[config.mk]
export PLATFORM = sky130hd
export DESIGN_NAME = ext_mem_master
export DESIGN_NICKNAME = d
export VERILOG_FILES = /design/src/rtl/em_pkg.sv /design/src/rtl/em_window_dec.sv /design/src/rtl/em_seq.sv /design/src/rtl/em_dpath.sv /design/src/rtl/ext_mem_master.sv
export SDC_FILE = /design/constraint.sdc
export NUM_CORES = 1
export LEC_CHECK = 0
export BUFFER_PORTS_ARGS = -buffer_cell sky130_fd_sc_hd__buf_2
export CAP_MARGIN = 40
export CELL_PAD_IN_SITES_DETAIL_PLACEMENT = 1
export CELL_PAD_IN_SITES_GLOBAL_PLACEMENT = 1
export CORE_AREA = 2 2 78 80
export CTS_CLUSTER_DIAMETER = 80
export DETAILED_ROUTE_END_ITERATION = 8
export DIE_AREA = 0 0 80 82
export GPL_TIMING_DRIVEN = 1
export PLACE_DENSITY_LB_ADDON = 0.15
export SLEW_MARGIN = 0
export SYNTH_ARGS = -nofsm -noshare
export SYNTH_HDL_FRONTEND = slang
export SYNTH_HIERARCHICAL = 1
export SYNTH_SLANG_ARGS = --single-unit
export TNS_END_PERCENT = 1
[constraint.sdc]
create_clock -name clk_i -period 2 [get_ports clk_i]
set_input_delay 0.4 -clock clk_i [delete_from_list [all_inputs] [get_ports clk_i]]
set_output_delay 0.4 -clock clk_i [all_outputs]
set_load 0.02 [all_outputs]
[src/rtl/em_pkg.sv]
package em_pkg;
  typedef enum logic [1:0] {
    PH_IDLE = 2'd0,
    PH_HI   = 2'd1,
    PH_LO   = 2'd2
  } em_phase_e;
endpackage

[src/rtl/em_window_dec.sv]
module em_window_dec #(
  parameter int unsigned ADDR_W   = 16,
  parameter int unsigned INT_BASE = 32'hE800,
  parameter int unsigned INT_SIZE = 32'h1800
) (
  input  logic [ADDR_W-1:0] addr_i,
  output logic              on_chip_o
);
  localparam logic [ADDR_W:0] LO_B = (ADDR_W+1)'(INT_BASE);
  localparam logic [ADDR_W:0] HI_B = (ADDR_W+1)'(INT_BASE + INT_SIZE - 1);

  generate
    if (INT_SIZE == 0) begin : g_none
      assign on_chip_o = 1'b0;
    end else begin : g_win
      logic [ADDR_W:0] a_ext;
      assign a_ext     = {1'b0, addr_i};
      assign on_chip_o = (a_ext >= LO_B) && (a_ext <= HI_B);
    end
  endgenerate
endmodule

[src/rtl/em_seq.sv]
module em_seq
  import em_pkg::*;
(
  input  logic      clk_i,
  input  logic      rst_ni,
  input  logic      ext_go_i,
  output em_phase_e phase_o,
  output logic      e_o
);
  em_phase_e phase_q, phase_d;

  always_comb begin
    phase_d = phase_q;
    unique case (phase_q)
      PH_IDLE: if (ext_go_i) phase_d = PH_HI;
      PH_HI:   phase_d = PH_LO;
      PH_LO:   phase_d = ext_go_i ? PH_HI : PH_IDLE;
      default: phase_d = PH_IDLE;
    endcase
  end

  always_ff @(posedge clk_i or negedge rst_ni) begin
    if (!rst_ni) phase_q <= PH_IDLE;
    else         phase_q <= phase_d;
  end

  assign phase_o = phase_q;
  assign e_o     = (phase_q == PH_HI);

  // strobe high lasts one clock
  assert_e_one_clk_R2: assert property (@(posedge clk_i) disable iff (!rst_ni)
    e_o |=> !e_o);
  // no new strobe while HI
  assert_hi_no_go_R7: assert property (@(posedge clk_i) disable iff (!rst_ni)
    e_o |-> !ext_go_i);
endmodule

[src/rtl/em_dpath.sv]
module em_dpath
  import em_pkg::*;
#(
  parameter int unsigned ADDR_W = 16,
  parameter int unsigned DATA_W = 8
) (
  input  logic              clk_i,
  input  logic              rst_ni,
  input  em_phase_e         phase_i,
  input  logic              ext_go_i,
  input  logic              int_go_i,
  input  logic              we_i,
  input  logic [ADDR_W-1:0] addr_i,
  input  logic [DATA_W-1:0] wdata_i,
  input  logic [DATA_W-1:0] int_rdata_i,
  input  logic [DATA_W-1:0] bus_d_i,
  output logic [ADDR_W-1:0] bus_addr_o,
  output logic              bus_rw_o,
  output logic [DATA_W-1:0] bus_d_o,
  output logic              bus_d_oe_o,
  output logic [DATA_W-1:0] rdata_o,
  output logic              done_o
);
  logic [ADDR_W-1:0] addr_q;
  logic              rw_q;
  logic [DATA_W-1:0] wd_q;
  logic              oe_q;
  logic [DATA_W-1:0] rd_q;
  logic              done_q;
  logic              cyc_end;

  assign cyc_end = (phase_i == PH_LO);

  always_ff @(posedge clk_i or negedge rst_ni) begin
    if (!rst_ni) begin
      addr_q <= '0;
      rw_q   <= 1'b1;
      wd_q   <= '0;
    end else if (ext_go_i) begin
      addr_q <= addr_i;
      rw_q   <= ~we_i;
      wd_q   <= wdata_i;
    end
  end

  // drive in E-low clock only, release at the next rising E
  always_ff @(posedge clk_i or negedge rst_ni) begin
    if (!rst_ni) oe_q <= 1'b0;
    else         oe_q <= (phase_i == PH_HI) && !rw_q;
  end

  always_ff @(posedge clk_i or negedge rst_ni) begin
    if (!rst_ni) begin
      rd_q   <= '0;
      done_q <= 1'b0;
    end else begin
      done_q <= cyc_end || int_go_i;
      if (cyc_end && rw_q)        rd_q <= bus_d_i;
      else if (int_go_i && !we_i) rd_q <= int_rdata_i;
    end
  end

  assign bus_addr_o = addr_q;
  assign bus_rw_o   = rw_q;
  assign bus_d_o    = wd_q;
  assign bus_d_oe_o = oe_q;
  assign rdata_o    = rd_q;
  assign done_o     = done_q;

  assert_read_no_drive_R4: assert property (@(posedge clk_i) disable iff (!rst_ni)
    bus_rw_o |-> !bus_d_oe_o);
  assert_oe_one_clk_R5: assert property (@(posedge clk_i) disable iff (!rst_ni)
    bus_d_oe_o |=> !bus_d_oe_o);
  assert_oe_data_stable_R5: assert property (@(posedge clk_i) disable iff (!rst_ni)
    bus_d_oe_o |-> $stable(bus_d_o));
endmodule

[src/rtl/ext_mem_master.sv]
module ext_mem_master
  import em_pkg::*;
#(
  parameter int unsigned ADDR_W   = 16,
  parameter int unsigned DATA_W   = 8,
  parameter int unsigned INT_BASE = 32'hE800,
  parameter int unsigned INT_SIZE = 32'h1800
) (
  input  logic              clk_i,
  input  logic              rst_ni,
  input  logic              req_i,
  input  logic              we_i,
  input  logic [ADDR_W-1:0] addr_i,
  input  logic [DATA_W-1:0] wdata_i,
  output logic              ready_o,
  output logic              done_o,
  output logic [DATA_W-1:0] rdata_o,
  output logic              int_sel_o,
  output logic              int_we_o,
  output logic [ADDR_W-1:0] int_addr_o,
  output logic [DATA_W-1:0] int_wdata_o,
  input  logic [DATA_W-1:0] int_rdata_i,
  output logic [ADDR_W-1:0] bus_addr_o,
  output logic              bus_rw_o,
  output logic              bus_e_o,
  output logic [DATA_W-1:0] bus_d_o,
  output logic              bus_d_oe_o,
  input  logic [DATA_W-1:0] bus_d_i
);
  em_phase_e phase;
  logic      on_chip, accept, ext_go, int_go;

  em_window_dec #(
    .ADDR_W  (ADDR_W),
    .INT_BASE(INT_BASE),
    .INT_SIZE(INT_SIZE)
  ) u_dec (
    .addr_i   (addr_i),
    .on_chip_o(on_chip)
  );

  // on-chip access only from idle; external may chain from E-low
  assign ready_o = (phase == PH_IDLE) || ((phase == PH_LO) && !on_chip);
  assign accept  = req_i && ready_o;
  assign ext_go  = accept && !on_chip;
  assign int_go  = accept && on_chip;

  em_seq u_seq (
    .clk_i   (clk_i),
    .rst_ni  (rst_ni),
    .ext_go_i(ext_go),
    .phase_o (phase),
    .e_o     (bus_e_o)
  );

  em_dpath #(
    .ADDR_W(ADDR_W),
    .DATA_W(DATA_W)
  ) u_dp (
    .clk_i      (clk_i),
    .rst_ni     (rst_ni),
    .phase_i    (phase),
    .ext_go_i   (ext_go),
    .int_go_i   (int_go),
    .we_i       (we_i),
    .addr_i     (addr_i),
    .wdata_i    (wdata_i),
    .int_rdata_i(int_rdata_i),
    .bus_d_i    (bus_d_i),
    .bus_addr_o (bus_addr_o),
    .bus_rw_o   (bus_rw_o),
    .bus_d_o    (bus_d_o),
    .bus_d_oe_o (bus_d_oe_o),
    .rdata_o    (rdata_o),
    .done_o     (done_o)
  );

  assign int_sel_o   = int_go;
  assign int_we_o    = we_i;
  assign int_addr_o  = addr_i;
  assign int_wdata_o = wdata_i;

  assert_addr_hold_R2: assert property (@(posedge clk_i) disable iff (!rst_ni)
    bus_e_o |=> ($stable(bus_addr_o) && $stable(bus_rw_o)));
  assert_int_no_strobe_R6: assert property (@(posedge clk_i) disable iff (!rst_ni)
    int_sel_o |=> (!bus_e_o && $stable(bus_addr_o)));
  assert_int_idle_only_R7: assert property (@(posedge clk_i) disable iff (!rst_ni)
    int_sel_o |-> (!bus_e_o && !bus_d_oe_o));
  assert_done_source_R10: assert property (@(posedge clk_i) disable iff (!rst_ni)
    done_o |-> ($past(int_sel_o) || $past(bus_d_oe_o) || $past(phase == PH_LO)));
  assert_write_keeps_rdata_R8: assert property (@(posedge clk_i) disable iff (!rst_ni)
    (int_sel_o && int_we_o) |=> $stable(rdata_o));
endmodule

After elaboration in Yosys (flattened, before gate mapping)
Index checks and enable logic that the tools add are counted.
{"block": "word_totals", "register_bits": 37, "in_bits": 44, "out_inout_bits": 63, "elab_cells": 33}
{"block": "classes", "n_lt_le_gt_ge": 2, "eq_ne": 3, "n_mux": 5, "bitwise": 1, "reduce_logical": 15}
{"op": "$ge 16x16->1 const B", "count": 1}
{"op": "$le 16x16->1 const B", "count": 1}
{"op": "$mux 8", "count": 2}
{"op": "$logic_and 1x1->1", "count": 8}
{"op": "$pmux 2 s3", "count": 1}
{"op": "$logic_not 1->1", "count": 3}
{"op": "$eq 2x1->1 const B", "count": 1}
{"op": "$eq 2x2->1 const B", "count": 1}
{"op": "$logic_not 2->1", "count": 1}
{"op": "$logic_or 1x1->1", "count": 2}
{"op": "$mux 2", "count": 1}
{"op": "$ne 2x1->1 const B", "count": 1}
{"op": "$reduce_bool 2->1", "count": 1}
{"op": "$mux 1", "count": 1}
{"op": "$not 1->1", "count": 1}

Logic depth before layout (Yosys ltp)
Gate-level depths: netlist of run 1.
{"block": "depth", "word_depth": 10, "ltp_mapped": 6, "depth_no_buf": 5}

Hierarchy
Netlist of run 1, hierarchy kept.
{"mod": "em_dpath", "n_inst": 1, "cells_per_inst": 95, "area_each_um2": 1483.9, "seq_area_each_um2": 877.1}
{"mod": "ext_mem_master", "n_inst": 1, "cells_per_inst": 28, "area_each_um2": 212.7, "seq_area_each_um2": 0.0}
{"mod": "em_seq", "n_inst": 1, "cells_per_inst": 5, "area_each_um2": 68.8, "seq_area_each_um2": 50.0}
{"mod": "em_window_dec", "n_inst": 1, "cells_per_inst": 1, "area_each_um2": 11.3, "seq_area_each_um2": 0.0}

Worst setup path before layout of run 1
Ideal clock, no wire load.
{"block": "synth_path", "kind": "input to register", "start": "in addr_i[12]", "end": "reg u_dp.addr_q[10], in the netlist u_dp/bus_addr_o[10]", "setup_ns": 0.125, "arrival_time_ns": 1.512, "t_required_ns": 1.875, "path_slack_ns": 0.363, "path_stages": 5, "path_buffers": 2, "path_cell_list": "o2111a_1 -> nor3b_1 -> buf_6 -> buf_12 -> mux2_4"}
{"block": "synth_between", "elab_chain_cells": 7, "elab_cells_between_ends": 8, "cone_classes": "2 x order compare; 6 x reduce/logical"}
{"element": "from (decl)", "line": "ext_mem_master.sv:13", "source": "input logic [ADDR_W-1:0] addr_i,"}
{"element": "$ge 16x16->1 or $le 16x16->1 (tied branches)", "line": "em_window_dec.sv:18", "source": "assign on_chip_o = (a_ext >= LO_B) && (a_ext <= HI_B);"}
{"element": "$logic_and 1x1->1 *", "line": "em_window_dec.sv:18"}
{"element": "$logic_not 1->1 *", "line": "ext_mem_master.sv:43, ext_mem_master.sv:45"}
{"element": "$logic_and 1x1->1", "line": "ext_mem_master.sv:43", "source": "assign ready_o = (phase == PH_IDLE) || ((phase == PH_LO) && !on_chip);"}
{"element": "$logic_or 1x1->1", "line": "ext_mem_master.sv:43"}
{"element": "$logic_and 1x1->1", "line": "ext_mem_master.sv:44", "source": "assign accept = req_i && ready_o;"}
{"element": "$logic_and 1x1->1 *", "line": "ext_mem_master.sv:45", "source": "assign ext_go = accept && !on_chip;"}
{"element": "net ext_go", "line": "ext_mem_master.sv:31", "source": "logic on_chip, accept, ext_go, int_go;"}
{"element": "to (signal assigned)", "line": "em_dpath.sv:40", "source": "addr_q <= addr_i;"}
{"element": "to (decl)", "line": "em_dpath.sv:24", "source": "logic [ADDR_W-1:0] addr_q;"}
The timed path passes the listed nets; every way through them passes the cells marked *.
A chain may end at the register's enable or synchronous reset.

Worst setup path after layout of run 1
{"block": "layout_path", "start": "reg u_seq.phase_q[1], in the netlist u_seq/phase_o[1]", "end": "out int_sel_o"}
{"block": "layout_between", "elab_chain_cells": 5, "elab_cells_between_ends": 6, "cone_classes": "1 x eq/ne; 5 x reduce/logical"}
{"element": "from (decl)", "line": "em_seq.sv:10", "source": "em_phase_e phase_q, phase_d;"}
{"element": "from (signal assigned)", "line": "em_seq.sv:24", "source": "else phase_q <= phase_d;"}
{"element": "$eq 2x2->1", "line": "ext_mem_master.sv:43"}
{"element": "$logic_and 1x1->1", "line": "ext_mem_master.sv:43"}
{"element": "$logic_or 1x1->1 *", "line": "ext_mem_master.sv:43"}
{"element": "$logic_and 1x1->1 *", "line": "ext_mem_master.sv:44"}
{"element": "$logic_and 1x1->1 *", "line": "ext_mem_master.sv:46", "source": "assign int_go = accept && on_chip;"}
{"element": "to (decl)", "line": "ext_mem_master.sv:18", "source": "output logic int_sel_o,"}
Every way passes the cells marked *; elsewhere a longest branch is shown, timed or not.

==> reports/metrics.cfg, run 1 <==
[clock_tree]
cts_buffers = 5
clock_sinks = 37
cts_hold_buffers = 0
clk_pin_slew_ns = 0.07
cts_setup_buffers = 0
cts_tree = done
cts_resized = 0
root_buffer = clkbuf_8
cts_max_level = 2
clk_latency_ns = 0.28
clk_path_buf_depth = 2

[synthesis]
ys_seq_area_share_pct = 52.2
synth.most_common_cell = dfrtp_1
yosysUniqueCellTypes = 20
synth-edff-count = 0
yosys-top-cells-area = dfrtp_1, mux2_4, buf_4, mux2i_1, mux2_2
synth_top_area_cell = dfrtp_1
ys_seq_elements = 37
syn_area_mm2 = 0.00178
syn_inst = 129
synth_fp_nets = 173
synth_common_cells = dfrtp_1, buf_4, mux2_4, a21oi_1, nor2_1
avgSynthCellArea_um2 = 13.8
synth-async-reset-ratio_pct = 100
synth_top_area_share_pct = 50.7
ys.warnings.count = 6
synthFlopType = dfrtp_1

[place]
placed_area_mm2 = 0.00219
dp_cells = 285
dpl.hpwl_mm = 3.31
io_buffers = 106
gp_congestion = 0.703

[final_layout]
drive_gt1_share_pct = 66.8
synthToLayoutAreaGrowth_pct = 28.0
diodes = 0
final_area_mm2 = 0.00227
final_core_util_pct = 39.6
stdcell_count = 292
final_nets = 261

[timing]
period_share_pct = 84.8
rsz0062_at_grt = false
setup_tns_ns = 0
tightestPinTransition_ns = 0.371
holdWs_ns = 0.0241
drv_slew = 0
min_period_ns = 1.70
slew-limit-headroom_pct = 75.3
maxClockFrequency_mhz = 590
final_hold_viol_count = 0
fin_skew_ns = 0.00382
setup_violations = 0

[floorplan]
ios = 107
start_util_pct = 30.9
rows = 28
core-area_mm2 = 0.00575
die_w_um = 80
die_h_um = 82
dieArea_mm2 = 0.00656

[pwr]
leakagePower_nw = 1.24
ir_drop_mv = 0.386
power_density_mw_per_mm2 = 1050

[setup_path]
cp_max_fo = 7
crit_type = flip-flop to output port
worstPathRequired_ns = 1.60
r2r_end = u_dp/rdata_o[6]
regToRegStartpoint = u_seq/phase_o[1]
critPathCaptureType = output port
crit_end = int_sel_o
cp_data_arrival_time_ns = 1.30
cp-startpoint = u_seq/phase_o[1]
r2r_cells = 5
start_kind = flip-flop
reg2reg_slack_ns = 0.53

[grt]
track_usage_pct = 12.9
grt_overflow = 0
grt_pass1_vias = 1317
grt_pass1_wl_mm = 6.42
grt_max_degree = 18
antenna_found_initial = 0
grt.busiest_layer = met2
grtUsageMet3_pct = 4.84
gr-usage-met1_pct = 14.6
met2_usage_pct = 22.4

[routing]
totalWireLength_mm = 4.17
vias_per_cell = 4.26
drt_pass1_iterations = 4
ant_nets = 0
remaining_drc_errors = 0
wire_per_inst_um = 14.3
drt_iter0_drc = 14
vias = 1244

[worst_hold_path]
hp-class = primary input to async pin

[flow_run]
cap_violations = 0

[run_status]
outcome = finished clean

-- area by class of cell --
type | count | area [um2]
flip-flops and latches | 37 | 927
clock buffers | 7 | 86.3
multi-input cells | 61 | 596
inverters | 1 | 3.75
fillers | 669 | 3470
repair buffers | 111 | 568
well taps | 75 | 93.8
-- worst max-delay path: stages, from the launching register on --
cell	delay [ns]
dfrtp_1	0.47
and4bb_2	0.37
buf_2	0.18
-- report_power, final --
part	leakage, nW	internal, mW	switching, mW
combinational	0.769	0.366	0.482
clock	0.0443	0.273	0.239
sequential	0.431	0.931	0.104
-- per-layer routing --
layer | vias up | routed length (um)
met2 | 64 | 2130
met5 | - | 0
met4 | 0 | 15
met1 | 593 | 1630
li1 | 585 | -
met3 | 2 | 397
-- layout by cell type, fill, tap and decap left out, drive strengths merged --
master / n
a21o: 1
a21oi: 10
and4bb: 1
buf: 111
clkbuf: 7
dfrtp: 36
dfstp: 1
inv: 1
mux2: 24
mux2i: 8
nand2b: 1
nand3b: 1
nor2: 9
nor2b: 3
nor3: 1
nor3b: 1
o2111a: 1
-- state kept, by name, indices dropped and copies added (netlist names) --
name	count
u_dp/rdata_o	8
u_dp/done_o	1
u_dp/bus_rw_o	1
u_dp/bus_d_oe_o	1
u_dp/bus_addr_o	16
u_dp/bus_d_o	8
u_seq/phase_o	2
-- cells by family (layout without fill, tap and decap cells) --
family / after synthesis / count (layout) / share of synthesized area, %
mux: 32 / 32 / 23.5
buf+inv: 31 / 119 / 14.6
simple gates: 17 / 17 / 5.85
flops: 37 / 37 / 52.2
compound gates: 12 / 12 / 3.87
-- per-stage QoR --
stage,setup slack [ns],power [mW]
4_1_cts,0.274,2.44
6_report,0.305,2.39
2_1_floorplan,0.363,1.63
3_3_place_gp,0.263,1.88
5_1_grt,0.232,2.55
3_5_place_dp,0.186,1.91
-- worst min-delay path by stage --
stage | start | to | cells past startpoint
final | rst_ni | u_dp/bus_d_o[2] | 1
after global routing | rst_ni | u_dp/bus_d_o[0] | 1
after CTS | rst_ni | u_dp/bus_d_o[0] | 1
after detailed placement | rst_ni | u_dp/bus_d_o[0] | 1
after global placement | rst_ni | u_dp/bus_d_o[0] | 1
after floorplan | rst_ni | u_dp/bus_addr_o[0] | 0
(Power assumes the default switching activity.)
==> run 2: changes to the inputs <==
==> constraint.sdc (replaced) <==
create_clock -name clk_i -period 1.74 [get_ports clk_i]
set_input_delay 0.348 -clock clk_i [delete_from_list [all_inputs] [get_ports clk_i]]
set_output_delay 0.348 -clock clk_i [all_outputs]
set_load 0.02 [all_outputs]
==> run 2 against run 1 <==
Effect of this change:
- global-route usage up 0.81 points
- clock power up 50%
- total power up 23%
- register-to-register slack worse by 0.27 ns
- largest cell class unchanged
- first-iteration DRC count up 29%
- critical path depth unchanged
- hold slack better by 0.0054 ns
- clock skew barely moved
- largest power group unchanged
- cell count is 0.68% higher
==> reports/metrics.cfg, run 2 (same netlist as run 1, synthesis figures left out) <==
[run_status]
outcome = finished clean

[final_layout]
nFillCells = 662  ; -1.0%
synthToLayoutAreaGrowth_pct = 30.9
stdcell_count = 294  ; +0.68%
diodes = 0  ; unchanged
final_nets = 262  ; +0.38%
largest_reg_flops = 16  ; unchanged
final_common_cell = buf_2
drive_gt1_share_pct = 67.6  ; +0.76 points
most-common-layout-cells = buf_2, dfrtp_1, mux2_4

[routing]
vias = 1275  ; +2.5%
drt_pass1_iterations = 4  ; unchanged
remaining_drc_errors = 0  ; unchanged
vias_per_cell = 4.34  ; +1.8%
wire_per_inst_um = 14.5  ; +1.2%
drt_iter0_drc = 18  ; +4
totalWireLength_mm = 4.25  ; +1.9%
ant_nets = 0  ; unchanged

[timing]
drv_slew = 0  ; unchanged
fin_skew_ns = 0.00428  ; +0.000459 ns
maxClockFrequency_mhz = 611
setup_violations = 0  ; unchanged
tightestPinTransition_ns = 0.532  ; +0.162 ns
period_share_pct = 94.0
slew-limit-headroom_pct = 64.5  ; -11 points
rsz0062_at_grt = false
min_period_ns = 1.64
final_hold_viol_count = 0  ; unchanged
setup_tns_ns = 0  ; unchanged

[setup_path]
cp_data_arrival_time_ns = 1.29  ; about the same
worstPathRequired_ns = 1.39  ; -0.21 ns
crit_type = flip-flop to output port
critPathCaptureType = output port
start_kind = flip-flop
r2r_cells = 3  ; -2
cp_max_fo = 8  ; +1

[clock_tree]
clk_path_buf_depth = 2  ; unchanged
cts_setup_buffers = 0  ; unchanged
cts_buffers = 5  ; unchanged
cts_max_level = 2  ; unchanged
clk_latency_ns = 0.29  ; about the same
cts_tree = done
root_buffer = clkbuf_8
clock_sinks = 37  ; unchanged
clk_pin_slew_ns = 0.07  ; about the same

[pwr]
seq_power_share_pct = 40.2  ; -3.0 points
leakagePower_nw = 1.27  ; +2.0%
p_switching_mw = 0.981  ; +19%
clockPowerShare_pct = 26.1  ; +4.7 points
p_comb_share_pct = 33.7  ; -1.7 points
swShare_pct = 33.3  ; -1.1 points
power_density_mw_per_mm2 = 1270  ; +20%
ir_drop_mv = 0.531  ; +38%
p_int_mw = 1.96  ; +25%

[floorplan]
start_util_pct = 30.9  ; unchanged
rows = 28  ; unchanged
ios = 107  ; unchanged
die_w_um = 80  ; unchanged
dieArea_mm2 = 0.00656  ; unchanged
die_h_um = 82  ; unchanged
core-area_mm2 = 0.00575  ; unchanged

[grt]
grt_pass1_vias = 1400  ; +6.3%
antenna_found_initial = 0  ; unchanged
track_usage_pct = 13.7  ; +0.81 points
grt_pass1_wl_mm = 6.77  ; +5.4%
grt_max_degree = 24  ; +6
grt_overflow = 0  ; unchanged

[place]
io_buffers = 106  ; unchanged
dpl.hpwl_mm = 3.35  ; +1.2%
dp_cells = 286  ; +0.35%
gp_congestion = 0.746  ; +6.2%

[worst_hold_path]
hp-class = primary input to async pin

[flow_run]
cap_violations = 0  ; unchanged

==> run 2: power groups by stage <==
stage	clock network, mW	registers [mW]	logic [mW]
after global placement	0	1.18	0.983
after floorplan	0	1.45	0.420
final	0.767	1.18	0.992
after CTS	0.800	1.19	1.01
after global routing	0.850	1.22	1.07
after detailed placement	0	1.20	1.01
==> run 2: cell type report <==
type	instances	area [um2]	area share, %
Sequential cell	37	928	39.9
Clock buffer	7	86.3	3.71
Tap cell	75	93.8	4.03
Clock inverter	1	30.0	1.29
Timing Repair Buffer	112	588	25.3
Inverter	1	3.75	0.161
Multi-Input combinational cell	61	596	25.6
==> run 2: what timing repair did <==
| action | CTS | global route |
|---|---|---|
| setup endpoints to repair | 0 | 1 |
| resized for setup | 0 | 1 |
| hold buffers | 0 | 0 |
==> run 2: worst paths after layout <==
path	end	startpoint	slack (ns)
min in group clk_i	u_dp/bus_rw_o	we_i	0.23
min	u_dp/bus_d_o[0]	rst_ni	0.03
max reg2reg	u_dp/bus_addr_o[4]	u_seq/phase_o[0]	0.26
max in group asynchronous	u_dp/bus_addr_o[1]	rst_ni	1.16
max	int_sel_o	u_seq/phase_o[0]	0.10
min reg2reg	u_dp/bus_addr_o[5]	u_dp/bus_addr_o[5]	0.51
==> run 2: per-stage QoR <==
stage	hold WS, ns	instance area (um2)	worst slack, ns	total power, mW	util (%)
final	0.0295	2330	0.104	2.94	40.5
after global routing	0.0501	2330	0.0315	3.14	40.5
after CTS	0.0451	2320	0.0544	3.00	40.5
after detailed placement	0.365	2210	-0.0274	2.21	38.4
after global placement	0.348	2210	0.0535	2.17	38.4
after floorplan	0.0524	1780	0.155	1.87	-
==> run 2: critical path: stages (launching register included) <==
cell	delay, ns
dfrtp_2	0.46
and4bb_2	0.36
buf_2	0.18
==> run 2: routing by layer <==
layer / wire [um] / track usage [%] / vias to the layer above
li1: - / - / 590
met1: 1590 / 15.1 / 613
met2: 2200 / 23.8 / 67
met3: 412 / 5.60 / 5
met4: 44 / 4.75 / 0
met5: 0 / 0 / -
